==> src/rtl/sadma_chan.sv <==
module sadma_chan #(
  parameter int AW = 24,
  parameter int PW = 8,
  parameter int CW = 16,
  parameter int DW = 8
) (
  input  logic          clk,
  input  logic          rst_n,
  input  logic          reg_we,
  input  logic [1:0]    reg_addr,
  input  logic [AW-1:0] reg_wdata,
  output logic [AW-1:0] reg_rdata,
  input  logic          trig,
  output logic          bus_req,
  output logic          bus_wr,
  output logic [AW-1:0] bus_addr,
  output logic [DW-1:0] bus_wdata,
  input  logic [DW-1:0] bus_rdata,
  input  logic          bus_ack,
  output logic          irq
);
  localparam int HW = AW - PW;

  typedef enum logic [1:0] {S_IDLE, S_RD, S_WR} st_t;
  st_t st;

  logic [PW-1:0] per_q;
  logic [AW-1:0] mem_q;
  logic [CW-1:0] cnt_q, cnt_nx;
  logic          cnt_ld, en, dir, idle_m, done, pend;
  logic [2:0]    src;
  logic [DW-1:0] dat_q;

  wire          per_src = (src == 3'd0) || (src == 3'd1);
  wire [AW-1:0] per_full = {{HW{1'b1}}, per_q};
  wire          fin = (st == S_WR) && bus_ack;
  wire [CW-1:0] cnt_dec = cnt_q - 1'b1;
  wire [CW-1:0] cnt_after = cnt_ld ? cnt_nx : cnt_dec;
  wire          last = fin && (cnt_after == '0);
  wire          go = (st == S_IDLE) && en && (trig || pend);
  wire          wsel0 = reg_we && (reg_addr == 2'd0);
  wire          wsel1 = reg_we && (reg_addr == 2'd1);
  wire          wsel2 = reg_we && (reg_addr == 2'd2);
  wire          wsel3 = reg_we && (reg_addr == 2'd3);

  assign bus_req   = (st != S_IDLE);
  assign bus_wr    = (st == S_WR);
  assign bus_addr  = ((st == S_RD) == per_src) ? per_full : mem_q;
  assign bus_wdata = dat_q;

  always_comb begin
    case (reg_addr)
      2'd0:    reg_rdata = {{HW{1'b0}}, per_q};
      2'd1:    reg_rdata = mem_q;
      2'd2:    reg_rdata = {{(AW-CW){1'b0}}, cnt_q};
      default: reg_rdata = {{(AW-7){1'b0}}, done, src, idle_m, dir, en};
    endcase
  end

  always_ff @(posedge clk) begin
    if (wsel0) per_q <= reg_wdata[PW-1:0];
  end

  always_ff @(posedge clk or negedge rst_n) begin
    if (!rst_n) begin
      st <= S_IDLE;
      mem_q <= '0;
      cnt_q <= '0;
      cnt_nx <= '0;
      cnt_ld <= 1'b0;
      en <= 1'b0;
      dir <= 1'b0;
      idle_m <= 1'b0;
      src <= '0;
      done <= 1'b0;
      pend <= 1'b0;
      dat_q <= '0;
      irq <= 1'b0;
    end else begin
      irq <= 1'b0;
      if (trig && en && st != S_IDLE) pend <= 1'b1;
      case (st)
        S_IDLE: if (go) begin
          st <= S_RD;
          pend <= pend && trig;
        end
        S_RD: if (bus_ack) begin
          dat_q <= bus_rdata;
          st <= S_WR;
        end
        S_WR: if (bus_ack) begin
          st <= S_IDLE;
          cnt_q <= cnt_after;
          cnt_ld <= 1'b0;
          if (!idle_m) mem_q <= dir ? mem_q - 1'b1 : mem_q + 1'b1;
          if (last) begin
            en <= 1'b0;
            done <= 1'b1;
            irq <= 1'b1;
            pend <= 1'b0;
          end
        end
        default: st <= S_IDLE;
      endcase
      if (wsel1) mem_q <= reg_wdata;
      if (wsel2) begin
        if (st == S_IDLE || fin) begin
          cnt_q <= reg_wdata[CW-1:0];
          cnt_ld <= 1'b0;
        end else begin
          cnt_nx <= reg_wdata[CW-1:0];
          cnt_ld <= 1'b1;
        end
      end
      if (wsel3) begin
        en <= reg_wdata[0];
        dir <= reg_wdata[1];
        idle_m <= reg_wdata[2];
        src <= reg_wdata[5:3];
        done <= 1'b0;
      end
    end
  end
endmodule


==> config.mk <==
export PLATFORM = sky130hd
export DESIGN_NAME = sadma_chan
export DESIGN_NICKNAME = d
export VERILOG_FILES = /design/src/rtl/sadma_chan.sv
export SDC_FILE = /design/constraint.sdc
export NUM_CORES = 1
export LEC_CHECK = 0
export BUFFER_PORTS_ARGS = -buffer_cell sky130_fd_sc_hd__clkbuf_2
export CORE_AREA = 2 2 117 119
export DETAILED_ROUTE_END_ITERATION = 16
export DIE_AREA = 0 0 119 121
export GPL_TIMING_DRIVEN = 0
export PLACE_DENSITY = 0.65
export REMOVE_ABC_BUFFERS = 1
export SLEW_MARGIN = 5
export SYNTH_ARGS = -nofsm -noshare
export SYNTH_HDL_FRONTEND = slang
export SYNTH_SLANG_ARGS = --single-unit
==> constraint.sdc <==
create_clock -name clk -period 3.84 [get_ports clk]
set_input_delay 0.576 -clock clk [delete_from_list [all_inputs] [get_ports clk]]
set_output_delay 0.576 -clock clk [all_outputs]
set_load 0.02 [all_outputs]
* Word-level counts from Yosys, hierarchy flattened
Index checks and enable logic that the tools add are counted.
** Word-level totals
- Register bits :: 84
- Latch bits :: 0
- Bits in writable memories :: 0
- Memory bits (read-only) :: 0
- Memories kept :: 0
** Operators by class
- $add $sub $neg :: 3
- Multipliers :: 0
- Div/mod/pow operators :: 0
- Magnitude comparators :: 0
- Equality and inequality tests :: 11
- Shift operators :: 0
- Muxes and demuxes :: 36
- Bitwise gates (word level) :: 1
- Reduce and logical (&&, ||, !) cells :: 32
** Operators by type and width (count)
- 2-to-1 mux 24 bit :: 6
- 2-to-1 mux 16 bit :: 5
- case mux 24 bit (3 select lines) :: 1
- adder 24 x 1 -> 24 bit, second input constant :: 1
- subtractor 24 x 1 -> 24 bit, second input constant :: 1
- 2-to-1 mux 1 bit :: 19
- logical NOT 16 bit :: 1
- nonzero test 2 bit :: 8
- subtractor 16 x 1 -> 16 bit, second input constant :: 1
- logical AND 1 bit :: 11
- AND reduction 3 bit :: 3
- == test 2 bit, second input constant :: 3
- 2-to-1 mux 2 bit :: 3
- case mux 2 bit (3 select lines) :: 1
- AND reduction 2 bit :: 3
- == test 2 x 1 -> 1 bit, second input constant :: 2
- logical NOT 2 bit :: 2
- inequality test 2 x 1 -> 1 bit, second input constant :: 2
- inequality test 2 bit, second input constant :: 2
- == test 3 x 1 -> 1 bit, second input constant :: 1
- logical NOT 3 bit :: 1
- logical OR 1 bit :: 3
- case mux 1 bit (2 select lines) :: 1
- == test 1 bit :: 1
- NOT 1 bit :: 1

* Longest topological paths before layout
Gate-level depths: netlist (run 1).
- Depth after elaboration :: 8
- Depth in mapped cells :: 10

* Least setup slack after synthesis (run 1)
Ideal clock, no wire load.
- Path kind :: flip-flop to flip-flop
- Start point :: reg dir
- End point :: reg mem_q[15]
- Library setup time :: 0.126 ns
- Arrival time :: 2.703 ns
- Required time :: 3.714 ns
- Slack :: 1.011 ns
- Cell stages (with the launch flop) :: 9
- Clock period less this slack :: 2.829 ns
- Cell sequence :: dfrtp_1 ha_1 a211o_1 a211o_1 a221o_1 nand3_1 nand2_1 xor2_1 a221o_1
** On the way
- Longest elaborated chain between the ends :: 5
** Ends and longest elaborated chain
- start, declared :: RTL line 30 : logic cnt_ld, en, dir, idle_m, done, pend;
- start signal, assigned :: RTL line 117 : dir <= reg_wdata[1];
- 2-to-1 mux 24 bit (2 in a row) :: RTL line 95 : if (!idle_m) mem_q <= dir ? mem_q - 1'b1 : mem_q + 1'b1;
- 2-to-1 mux 24 bit :: RTL line 91 : S_WR: if (bus_ack) begin
- 2-to-1 mux 24 bit :: RTL line 82 : case (st)
- 2-to-1 mux 24 bit :: RTL line 105 : if (wsel1) mem_q <= reg_wdata;
- end signal, assigned :: RTL line 95
- end signal, assigned :: RTL line 105
- end, declared :: RTL line 28 : logic [AW-1:0] mem_q;
No other way between the ends. The select of a mux whose other input is x is not followed.
A chain may end at the register's enable or synchronous reset.

* Worst setup path in the final report (run 1)
- Start point :: reg st[1]
- End point :: reg mem_q[23]
** On the way
- Longest elaborated chain between the ends :: 3
** Ends and longest elaborated chain
- start, declared :: RTL line 25 : st_t st;
- start signal, assigned :: RTL line 66 : st <= S_IDLE;
- start signal, assigned :: RTL line 84 : st <= S_RD;
- start signal, assigned :: RTL line 89 : st <= S_WR;
- == test 2 bit :: RTL line 82
- nonzero test 2 bit (no source line)
- AND reduction 3 bit (no source line)
No other way between the ends.

==> summary.md, run 1 <==
| Metric | Value |
|---|---|
| CP startpoint | st[1]$_DFFE_PN0P_ |
| Area of the die | 14,400 µm² |
| Chain of cells forming the critical path | nor2b_1, and2_1, nand2b_1, or3_1, or4_1, o311a_1, nand2_1 |
| Reg-to-reg slack, setup | 0.30 ns |
| Die height | 121 µm |
| Post-Synthesis Cells | 629 |
| Startpoint-to-endpoint class of the critical path | register to register |
| FF-to-FF path depth | 7 |
| Cell Count, Final, Fillers Out | 884 |
| Number of failing setup endpoints in the final timing report | 0 |
| Maximum number of buffers from clock root to sink | 2 |
| Status | completed |
| Number of nets with antenna violations after routing | 0 |
| Period minus WS final | 3.537 ns |
| Worst hold path type | primary input to async pin |
| Quantity of gates resized following cts | 0 |
| Ratio of total power to cell area | 841.9 nW/µm² |
| IO Port Bufs | 97 |
| Core Area | 13,090 µm² |
| Via count of the first global-routing pass | 4,969 |
| Effective utilization at floorplan | 44.27% |
| Maximum vdd drop | 0.0003447 V |
| CTS sink count | 84 |
| Endpoint of the lowest-slack register-to-register path | mem_q[23]$_DFFE_PN0P_ |
| Unrepaired setup endpoints after global routing | false |
| Count of boundary I/O pins | 98 |
| Static Leakage | 2.944 nW |
| Vias per cell | 5.786 |
| Share of synthesized area occupied by flip-flops and latches | 36.98% |
| Clock transition at the registers of the reported paths | 0.07 ns |
| Post-synthesis cell type with the largest combined area | sky130_fd_sc_hd__dfrtp_1 |
| DRT Pass-1 Iters | 4 |
| Leading cell types by count after synthesis | 76 x sky130_fd_sc_hd__dfrtp_1, 57 x sky130_fd_sc_hd__nand2_1, 54 x sky130_fd_sc_hd__a21oi_1 |
| Worst-margin pin slew | 1.290 ns |
| Area growth syn-to-layout | 15.72% |
| Layout cells sized above 1 | 25.28% |
| Hold buffer count at cts | 0 |
| Number of antenna violations at the first check in global routing | 0 |
| Pin count of the biggest net entering global routing | 63 |
| Overall overflow remaining after global route | 0 |
| Count of placed standard cells including taps | 868 |
| Crit path max-delay cell type | sky130_fd_sc_hd__nand2b_1 |
| Largest cells by area after synthesis | sky130_fd_sc_hd__dfrtp_1 33%, sky130_fd_sc_hd__mux2_2 7.6%, sky130_fd_sc_hd__ha_1 5.0% |
| Delay-heaviest family, CP | simple AND/OR/NAND/NOR gates |
| Iteration-0 DRC Markers | 345 |
| Insertion delay to the later sink of the worst-skew pair | 0.35 ns |
| Maximum frequency from static timing analysis | 282.7 MHz |
| Drt wl/cell | 17.88 µm |
| Number of flops mapped to enable cells by yosys | 8 |
| Total design power | 5.644 mW |
| Placed wire-length estimate | 11.38 mm |
| Number of max-cap violations | 0 |
| Most frequent cell after synthesis | sky130_fd_sc_hd__dfrtp_1 |
| CTS tree | built |
| Startpoint types | register |
| # H-tree levels | 3 |
| Tightest slew margin relative to the limit | 14.00% |
| Total number of placement rows | 42 |
| Syn. warnings | 0 |
| Average footprint of a synthesized cell | 9.210 µm² |
| DRC violations left | 0 |
| Die span in x | 119 µm |
| Most used flip-flop cell after synthesis | sky130_fd_sc_hd__dfrtp_1 |
| Portion of synthesized cell area occupied by the leading cell type | 32.83% |
| Arrival time at the worst endpoint | 3.83 ns |
| Fin Clk Skew | 0.009638 ns |
| Combined area of all synthesized cells | 5793 µm² |
| Post-route clock period utilization | 92.10% |
| Count of different cell masters after synthesis | 65 |
| Buffer cell driving the clock tree root | sky130_fd_sc_hd__clkbuf_16 |
| Antenna diode count | 0 |
| Filler instances | 1,248 |
| Start of the worst register-to-register path | st[1]$_DFFE_PN0P_ |
| Number of nets in the layout | 766 |
| Critical Path Sink Type | register |
| Routed WL | 15.80 mm |
| Max Fanout on Critical Path | 33 |
| Vias | 5,115 |
| Max-slew violation total from the final report | 0 |
| Combined global-route utilization of all metal layers | 22.68% |
| Register bit count reported by yosys | 84 |
| Number of buffers added by the clock tree synthesis step | 9 |
| Final hold violation count | 0 |
| Worst Path Required | 4.13 ns |
| Global-route wire length before repair | 25.76 mm |
| Ys async rst share | 90.48% |
| Critical path buffers and inverters | 0 |
| Final weighted congestion in routability-driven placement | 0.9129 |
| Setup bufs post-CTS | 0 |
| Crit path largest cell delay | 0.88 ns |
state kept, by name, indices dropped and copies added (netlist names), 2 cells and up:
| signal | cells |
|---|---|
| bus_wdata | 8 |
| mem_q | 24 |
| cnt_nx | 16 |
| src | 3 |
| cnt_q | 16 |
| st | 2 |
| per_q | 8 |
metrics by stage:
stage / hold slack, ns / cell area, µm² / worst slack (ns) / utilization (%) / setup TNS, ns
3_3_place_gp: 0.4501 / 6349 / -0.3496 / 48.52 / -5.680
4_1_cts: 0.1208 / 6700 / 0.2380 / 51.20 / 0
5_1_grt: 0.1212 / 6704 / 0.02741 / 51.23 / 0
3_5_place_dp: 0.4585 / 6422 / -0.1180 / 49.08 / -0.1180
2_1_floorplan: 0.2804 / 5643 / 0.8882 / - / 0
6_report: 0.1161 / 6704 / 0.3032 / 51.23 / 0
report_power, final:
part | internal (mW) | switching (mW) | total (mW)
Clock | 0.442 | 0.400 | 0.843
Sequential | 1.27 | 0.510 | 1.78
Combinational | 1.31 | 1.71 | 3.02
area by class of cell:
cell class / instances / area (µm²) / share of cell area (%)
repair buffers: 100 / 541.8 / 8.081
inverters: 12 / 45.04 / 0.6719
multi-input cells: 496 / 3477 / 51.87
well taps: 176 / 220.2 / 3.285
clock buffers: 9 / 225.2 / 3.359
clock inverters: 7 / 52.55 / 0.7839
flip-flops and latches: 84 / 2142 / 31.95
layout by cell type, fill, tap and decap left out, drive strengths merged, types with 7 or more instances in the layout:
cell type  instances
xor2              11
nor3              18
nand2             57
o21a               7
a31oi              9
ha                23
clkbuf           106
mux4               7
dfrtp             76
and3               9
edfxtp             8
and2              12
a22o               9
mux2              39
nor2              45
mux2i              9
nand3             11
a21oi             54
o21ai             44
nand2b            23
xnor2             14
a21o              13
inv               13
layer usage:
layer	share of wire (%)	global-route usage, %	vias up
li1	-	-	2461
met1	45	30.01	2501
met2	48	38.29	139
met3	5.3	2.867	14
met4	1.4	8.185	0
met5	0	0	-
worst max-delay path by stage:
stage | to | depth (start not counted)
floorplan | mem_q[23]$_DFFE_PN0P_ | 7
global placement | cnt_nx[13]$_DFFE_PN0P_ | 5
detailed placement | mem_q[15]$_DFFE_PN0P_ | 5
CTS | mem_q[15]$_DFFE_PN0P_ | 5
global route | mem_q[23]$_DFFE_PN0P_ | 7
finish | mem_q[23]$_DFFE_PN0P_ | 7
logic make-up (layout without fill, tap and decap cells):
| logic type | after synthesis | after routing | synth area share [%] |
|---|---|---|---|
| and+or+nand+nor | 211 | 211 | 18.49 |
| AOI/OAI and AO/OA | 181 | 181 | 20.22 |
| DFF | 84 | 84 | 36.98 |
| muxes | 55 | 55 | 11.86 |
| buffers and inverters | 49 | 128 | 3.369 |
| xor gates and xnor gates | 25 | 25 | 3.780 |
| adders and majority gates | 24 | 24 | 5.313 |
(Power assumes the default switching activity.)
==> run 2: changes to the inputs <==
--- a/config.mk
+++ b/config.mk
@@ -5,12 +5,12 @@
 export SDC_FILE = /design/constraint.sdc
 export NUM_CORES = 1
 export LEC_CHECK = 0
+export ABC_AREA = 1
 export BUFFER_PORTS_ARGS = -buffer_cell sky130_fd_sc_hd__clkbuf_2
-export CORE_AREA = 2 2 117 119
+export CORE_AREA = 2 2 155 157
 export DETAILED_ROUTE_END_ITERATION = 16
-export DIE_AREA = 0 0 119 121
+export DIE_AREA = 0 0 157 159
 export GPL_TIMING_DRIVEN = 0
-export PLACE_DENSITY = 0.65
 export REMOVE_ABC_BUFFERS = 1
 export SLEW_MARGIN = 5
 export SYNTH_ARGS = -nofsm -noshare
==> summary.md, run 2 <==
| Metric | Value |
|---|---|
| Pin count of the biggest net entering global routing | 51 (-19%) |
| Total number of placement rows | 56 (+33%) |
| Number of flops mapped to enable cells by yosys | 8 (unchanged) |
| Register bit count reported by yosys | 84 (unchanged) |
| Placed wire-length estimate | 14.80 mm (+30%) |
| Most frequent cell after synthesis | sky130_fd_sc_hd__nand2_1 |
| Setup bufs post-CTS | 0 (unchanged) |
| Flip-flop count of the largest register after layout | 24 (unchanged) |
| Start of the worst register-to-register path | dir$_DFFE_PN0P_ |
| Via count of the first global-routing pass | 5,660 (+14%) |
| Number of nets in the layout | 984 (+28%) |
| Post-Synthesis Cells | 833 (+32%) |
| Crit path largest cell delay | 0.59 ns (-0.29 ns) |
| Die height | 159 µm (+31%) |
| Max Fanout on Critical Path | 17 (-48%) |
| Post-route clock period utilization | 81.29% (-11 points) |
| Die span in x | 157 µm (+32%) |
| Combined global-route utilization of all metal layers | 15.39% (-7.3 points) |
| Area of the die | 24,960 µm² (+73%) |
| Worst-margin pin slew | 1.080 ns (-0.2104 ns) |
| Combined area of all synthesized cells | 5982 µm² (+3.3%) |
| Buffer cell driving the clock tree root | sky130_fd_sc_hd__clkbuf_16 |
| Core Area | 23,190 µm² (+77%) |
| Number of buffers added by the clock tree synthesis step | 9 (unchanged) |
| Antenna diode count | 0 (unchanged) |
| Worst Setup Slack post-DPL | 0.8630 ns (+0.9811 ns) |
| Unrepaired setup endpoints after global routing | false |
| Portion of synthesized cell area occupied by the leading cell type | 31.79% (-1.0 points) |
| Chain of cells forming the critical path | nor2_1, inv_1, o21ai_0, nand2_1, inv_1, nand2_1, clkbuf_2 |
| Core occupancy in the finished layout | 30.51% (-21 points) |
| Startpoint types | register |
| Average footprint of a synthesized cell | 7.181 µm² (-22%) |
| Number of nets with antenna violations after routing | 0 (unchanged) |
| Critical Path Sink Type | primary output |
| Final weighted congestion in routability-driven placement | 0.9060 (-0.76%) |
| Layout cells sized above 1 | 18.68% (-6.6 points) |
| TNS Setup | 0 ns (unchanged) |
| Maximum vdd drop | 0.0002949 V (-14%) |
| Max-slew violation total from the final report | 0 (unchanged) |
| Overall overflow remaining after global route | 0 (unchanged) |
| Area growth syn-to-layout | 18.30% |
| Global-route wire length before repair | 30.07 mm (+17%) |
| Worst Path Required | 3.26 ns (-0.87 ns) |
| Number of max-cap violations | 0 (unchanged) |
| Ys async rst share | 90.48% (unchanged) |
| Effective utilization at floorplan | 25.79% (-18 points) |
| CP startpoint | st[1]$_DFFE_PN0P_ |
| # H-tree levels | 3 (unchanged) |
| Most frequent standard cell in the layout excluding fill and tap cells | sky130_fd_sc_hd__nand2_1 |
| Number of failing setup endpoints in the final timing report | 0 (unchanged) |
| Clock transition at the registers of the reported paths | 0.07 ns (about the same) |
| Maximum number of buffers from clock root to sink | 2 (unchanged) |
| Syn. warnings | 0 (unchanged) |
| IO Port Bufs | 97 (unchanged) |
| Count of different cell masters after synthesis | 46 (-29%) |
| Worst setup margin | 0.7186 ns (+0.4154 ns) |
| Routed WL | 19.10 mm (+21%) |
| DRC violations left | 0 (unchanged) |
| DRT Pass-1 Iters | 6 (+2) |
| Tightest slew margin relative to the limit | 27.47% (+13 points) |
| CTS tree | built |
| Most used cells in the layout excluding fill and tap cells | 197 x sky130_fd_sc_hd__nand2_1, 98 x sky130_fd_sc_hd__inv_1, 96 x sky130_fd_sc_hd__clkbuf_2, 76 x sky130_fd_sc_hd__dfrtp_1, 75 x sky130_fd_sc_hd__o21ai_0 |
| Leading cell types by count after synthesis | 197 x sky130_fd_sc_hd__nand2_1, 98 x sky130_fd_sc_hd__inv_1, 76 x sky130_fd_sc_hd__dfrtp_1 |
| Status | completed |
| Fin Clk Skew | 0.01047 ns (+0.0008307 ns) |
| Post-synthesis cell type with the largest combined area | sky130_fd_sc_hd__dfrtp_1 |
| Drt wl/cell | 15.34 µm (-14%) |
| Hold Worst Slack | 0.1977 ns (+0.08161 ns) |
| Iteration-0 DRC Markers | 526 (+52%) |
| Vias per cell | 4.788 (-17%) |
| Count of placed standard cells including taps | 1,229 (+42%) |
| Hold buffer count at cts | 0 (unchanged) |
| Ratio of total power to cell area | 834.1 nW/µm² (-0.93%) |
| Share of synthesized area occupied by flip-flops and latches | 35.81% (-1.2 points) |
| Vias | 5,961 (+17%) |
| Insertion delay to the later sink of the worst-skew pair | 0.35 ns (about the same) |
| Count of boundary I/O pins | 98 (unchanged) |
| Maximum frequency from static timing analysis | 320.4 MHz (+13%) |
| Arrival time at the worst endpoint | 2.55 ns (-1.28 ns) |
| Final hold violation count | 0 (unchanged) |
| Period minus WS final | 3.121 ns (-0.4154 ns) |
| Cell Count, Final, Fillers Out | 1,245 (+41%) |
| Most flops, register | mem_q |
| Crit path max-delay cell type | sky130_fd_sc_hd__inv_1 |
| Static Leakage | 3.424 nW (+16%) |
| Startpoint-to-endpoint class of the critical path | register to primary output |
| Number of antenna violations at the first check in global routing | 0 (unchanged) |
| Most used flip-flop cell after synthesis | sky130_fd_sc_hd__dfrtp_1 |
| CTS sink count | 84 (unchanged) |
| Quantity of gates resized following cts | 0 (unchanged) |
| Regs by FF count | mem_q x24, cnt_nx x16, cnt_q x16 |
| Worst hold path type | primary input to async pin |
| Largest cells by area after synthesis | sky130_fd_sc_hd__dfrtp_1 32%, sky130_fd_sc_hd__nand2_1 12%, sky130_fd_sc_hd__o21ai_0 6.3% |
[run 2: cell count changes after synthesis, sizes merged, moves of 12 or more]
cell	delta
nand2	+152
inv	+96
o21ai	+49
nor2	+44
nand3	+43
mux2	-31
o22ai	+24
nand2b	-23
clkbuf	-19
nor3	-12
[run 2: final timing paths]
| check | end | slack (ns) | cells past startpoint |
|---|---|---|---|
| min in group clk | per_q[3]$_DFFE_PP_ | 0.44 | 1 |
| setup reg to reg | mem_q[16]$_DFFE_PN0P_ | 0.95 | 14 |
| max in group asynchronous | bus_wdata[6]$_DFFE_PN0P_ | 3.02 | 2 |
| hold reg to reg | cnt_nx[10]$_DFFE_PN0P_ | 0.48 | 2 |
| setup / recovery | bus_addr[8] | 0.72 | 7 |
| hold / removal | mem_q[21]$_DFFE_PN0P_ | 0.20 | 1 |
[run 2: metrics by stage]
step,power [mW],instance area (µm²)
final,5.903,7077
after global routing,6.402,7077
after CTS,5.900,7077
after detailed placement,5.004,6784
after global placement,4.957,6754
after floorplan,4.000,5869
[run 2: power breakdown]
part / leakage, nW / switching [mW] / internal [mW]
registers: 1.01 / 0.333 / 1.26
logic: 2.26 / 2.28 / 1.15
clock network: 0.147 / 0.379 / 0.505
total: 3.42 / 2.99 / 2.91
[run 2: kinds of logic after synthesis]
logic type	after synthesis	share of synthesized area (%)
simple gates	378	27.90
flops	84	35.81
buf+inv	129	8.659
mux	8	1.506
compound gates	198	19.22
fa+ha+maj	24	5.145
xor+xnor	12	1.757
[run 2: routing by layer]
layer	track usage, %	vias to the layer above	part of all wire (%)
li1	-	2969	-
met1	18.55	2826	42
met2	27.75	127	52
met3	2.014	39	3.1
met4	5.505	0	3.1
met5	0	-	0
[run 2: final cells by class]
type	count	area, µm²
tap	319	399.1
fill	2533	16120
sequential	84	2142
inverter	108	405.4
multi-input combinational	620	3322
clock buffer	10	229.0
timing repair buffer	98	515.5
clock inverter	6	63.81
[run 2: critical path: cells and delay by family (launching register included)]
kind,cells,cell delay (ns)
AO/OA/AOI/OAI,1,0.08
buffers and inverters,3,0.92
flip-flops,1,0.40
AND/OR/NAND/NOR,3,0.79
==> run 3: changes to the inputs <==
--- a/config.mk
+++ b/config.mk
@@ -5,11 +5,11 @@
 export SDC_FILE = /design/constraint.sdc
 export NUM_CORES = 1
 export LEC_CHECK = 0
-export ABC_AREA = 1
+export ABC_AREA = 0
 export BUFFER_PORTS_ARGS = -buffer_cell sky130_fd_sc_hd__clkbuf_2
-export CORE_AREA = 2 2 155 157
+export CORE_AREA = 2 2 153 155
 export DETAILED_ROUTE_END_ITERATION = 16
-export DIE_AREA = 0 0 157 159
+export DIE_AREA = 0 0 155 157
 export GPL_TIMING_DRIVEN = 0
 export REMOVE_ABC_BUFFERS = 1
 export SLEW_MARGIN = 5
==> constraint.sdc (replaced) <==
create_clock -name clk -period 2.5 [get_ports clk]
set_input_delay 0.375 -clock clk [delete_from_list [all_inputs] [get_ports clk]]
set_output_delay 0.375 -clock clk [all_outputs]
set_load 0.02 [all_outputs]
==> summary.md, run 3 (synthesis gave the netlist of run 1 again) <==
| Metric | Value |
|---|---|
| Critical path buffers and inverters | 3 (unchanged) |
| Final weighted congestion in routability-driven placement | 0.8049 (-11%) |
| Startpoint types | register |
| CTS sink count | 84 (unchanged) |
| Worst Path Required | 2.74 ns (-0.52 ns) |
| Static Leakage | 3.097 nW (-9.6%) |
| Post-route clock period utilization | 106.2% |
| Most common cell on crit path | sky130_fd_sc_hd__buf_6 |
| Antenna diode count | 0 (unchanged) |
| Number of buffers added by the clock tree synthesis step | 9 (unchanged) |
| TNS Setup | -0.8843 ns (-0.8843 ns) |
| Reg-to-reg slack, setup | -0.16 ns (-1.11 ns) |
| Placed wire-length estimate | 12.57 mm (-15%) |
| Delay-heaviest family, CP | compound AO/OA/AOI/OAI gates |
| Max Fanout on Critical Path | 8 (-9) |
| Max-slew violation total from the final report | 0 (unchanged) |
| Area growth syn-to-layout | 28.70% |
| Ratio of total power to cell area | 1299 nW/µm² (+56%) |
| Insertion delay to the later sink of the worst-skew pair | 0.36 ns (about the same) |
| Status | finished, violations left |
| CTS tree | built |
| Hold path depth | 3 |
| Most frequent standard cell in the layout excluding fill and tap cells | sky130_fd_sc_hd__clkbuf_2 |
| Global-route wire length before repair | 28.60 mm (-4.9%) |
| Overall overflow remaining after global route | 0 (unchanged) |
| Worst-margin pin slew | 0.8686 ns (-0.2110 ns) |
| Vias per cell | 5.209 (+8.8%) |
| Flip-flop count of the largest register after layout | 24 (unchanged) |
| Area of the die | 24,340 µm² (-2.5%) |
| DRC violations left | 0 (unchanged) |
| Layout cells sized above 1 | 34.93% (+16 points) |
| Critical Path Sink Type | register |
| Core Area | 22,500 µm² (-3.0%) |
| Number of failing setup endpoints in the final timing report | 12 (+12) |
| Pin count of the biggest net entering global routing | 60 (+18%) |
| Iteration-0 DRC Markers | 371 (-29%) |
| Instance area at placement | 6558 µm² (-3.3%) |
| Chain of cells forming the critical path | buf_6, ha_4, a21o_1, a211o_1, a221o_1, buf_6, o2bb2ai_4, buf_6, xor2_1, o21ai_1 |
| FF-to-FF path depth | 10 (-4) |
| Drt wl/cell | 18.18 µm (+18%) |
| Most flops, register | mem_q |
| Count of boundary I/O pins | 98 (unchanged) |
| Number of antenna violations at the first check in global routing | 0 (unchanged) |
| Total number of placement rows | 55 (-1.8%) |
| Clock transition at the registers of the reported paths | 0.07 ns (about the same) |
| Maximum number of buffers from clock root to sink | 2 (unchanged) |
| Fin Clk Skew | 0.01048 ns (+0.000006800 ns) |
| Cell Count, Final, Fillers Out | 1,015 (-18%) |
| Regs by FF count | mem_q x24, cnt_nx x16, cnt_q x16 |
| Worst Setup Slack post-DPL | -1.111 ns (-1.974 ns) |
| Filler instances | 2,299 (-9.2%) |
| HP Start | reg_wdata[20] |
| Maximum vdd drop | 0.0006420 V (+120%) |
| Via count of the first global-routing pass | 4,922 (-13%) |
| Final cell area excluding filler cells | 7456 µm² (+5.4%) |
| Combined global-route utilization of all metal layers | 15.14% (-0.25 points) |
| Crit path max-delay cell type | sky130_fd_sc_hd__dfrtp_4 |
| Die height | 157 µm (-1.3%) |
| Tightest slew margin relative to the limit | 41.84% (+14 points) |
| # H-tree levels | 3 (unchanged) |
| Worst hold path type | primary input to register |
| Worst Hold Path EP | mem_q[20]$_DFFE_PN0P_ |
| Worst setup margin | -0.1558 ns (-0.8744 ns) |
| Effective utilization at floorplan | 25.74% (-0.049 points) |
| Maximum frequency from static timing analysis | 376.5 MHz |
| Number of max-cap violations | 0 (unchanged) |
| Unrepaired setup endpoints after global routing | true |
| Crit path largest cell delay | 0.56 ns (-0.03 ns) |
| Hold Worst Slack | 0.2301 ns (+0.03241 ns) |
| Startpoint-to-endpoint class of the critical path | register to register |
| Failing checks | negative setup slack |
| Count of placed standard cells including taps | 976 (-21%) |
| Endpoint of the lowest-slack register-to-register path | mem_q[19]$_DFFE_PN0P_ |
| IO Port Bufs | 97 (unchanged) |
| Buffer cell driving the clock tree root | sky130_fd_sc_hd__clkbuf_16 |
| DRT Pass-1 Iters | 4 (-2) |
| Die span in x | 155 µm (-1.3%) |
| Period minus WS final | 2.656 ns |
| Final hold violation count | 0 (unchanged) |
| Arrival time at the worst endpoint | 2.90 ns (+0.35 ns) |
| Number of nets in the layout | 788 (-20%) |
| Number of nets with antenna violations after routing | 0 (unchanged) |
| Start of the worst register-to-register path | dir$_DFFE_PN0P_ |
| Vias | 5,287 (-11%) |
| Routed WL | 18.46 mm (-3.4%) |
| Most used cells in the layout excluding fill and tap cells | 96 x sky130_fd_sc_hd__clkbuf_2, 70 x sky130_fd_sc_hd__dfrtp_1, 55 x sky130_fd_sc_hd__nand2_1, 49 x sky130_fd_sc_hd__a21oi_1, 42 x sky130_fd_sc_hd__nor2_1 |
-- run 3: changes by cell type in the layout (fill, tap and decap cells not counted), sizes merged, moves of 31 or more --
cell | previous run | this run
nor2 | 89 | 45
nand2 | 209 | 57
mux2 | 8 | 39
inv | 109 | 16
o21ai | 93 | 44
nand3 | 54 | 11
-- run 3: worst max-delay path by stage --
stage	startpoint	endpoint	cells past startpoint	slack, ns
after floorplan	st[0]$_DFFE_PN0P_	mem_q[23]$_DFFE_PN0P_	7	-0.45
after global placement	reg_addr[1]	cnt_nx[10]$_DFFE_PN0P_	5	-1.57
after detailed placement	st[1]$_DFFE_PN0P_	mem_q[23]$_DFFE_PN0P_	7	-1.11
after CTS	dir$_DFFE_PN0P_	mem_q[21]$_DFFE_PN0P_	10	-0.15
after global routing	dir$_DFFE_PN0P_	mem_q[23]$_DFFE_PN0P_	10	-0.22
final	dir$_DFFE_PN0P_	mem_q[19]$_DFFE_PN0P_	10	-0.16
-- run 3: final cells by class --
cell class | instances | area, µm² | share of cell area [%]
tap | 285 | 356.6 | 4.783
inverter | 12 | 45.04 | 0.6041
timing repair buffer | 121 | 728.2 | 9.767
clock inverter | 7 | 57.56 | 0.7719
multi-input combinational | 497 | 3889 | 52.16
sequential | 84 | 2155 | 28.90
clock buffer | 9 | 225.2 | 3.021
-- run 3: power by group --
| group | switching (mW) | internal, mW | leakage, nW | total, mW |
|---|---|---|---|---|
| sequential | 0.888 | 1.97 | 0.977 | 2.85 |
| combinational | 3.00 | 2.50 | 1.98 | 5.50 |
| clock | 0.639 | 0.690 | 0.136 | 1.33 |
-- run 3: repair_timing --
item / 4_1_cts / 5_1_grt
endpoints found under the hold margin: 17 / 0
pin swaps: 17 / 15
setup buffers: 20 / 2
endpoints found under the setup margin: 64 / 32
gates resized for setup: 59 / 30
hold buffers: 1 / 0
cloned: 1 / 0
-- run 3: metal layers --
| metal | vias to the layer above | share of wire [%] | routed length [µm] | track usage (%) |
|---|---|---|---|---|
| met2 | 190 | 43 | 7979 | 22.22 |
| met4 | 0 | 1.1 | 198 | 3.263 |
| met5 | - | 0 | 0 | 0 |
| met3 | 15 | 7.3 | 1353 | 2.946 |
| li1 | 2507 | - | - | - |
| met1 | 2575 | 48 | 8924 | 22.84 |
-- run 3: per-stage QoR --
stage                     power [mW]  util [%]
after floorplan                5.967         -
after global placement         7.307     28.82
after detailed placement       7.417     29.14
after CTS                      9.457     32.57
after global routing           10.36     33.13
final                          9.688     33.13
-- run 3: worst register-to-register path, cell delays in order, from the launching register on --
cell                        delay [ns]
sky130_fd_sc_hd__dfrtp_4          0.56
sky130_fd_sc_hd__buf_6            0.16
sky130_fd_sc_hd__ha_4             0.24
sky130_fd_sc_hd__a21o_1           0.19
sky130_fd_sc_hd__a211o_1          0.33
sky130_fd_sc_hd__a221o_1          0.38
sky130_fd_sc_hd__buf_6            0.15
sky130_fd_sc_hd__o2bb2ai_4        0.17
sky130_fd_sc_hd__buf_6            0.12
sky130_fd_sc_hd__xor2_1           0.16
sky130_fd_sc_hd__o21ai_1          0.07
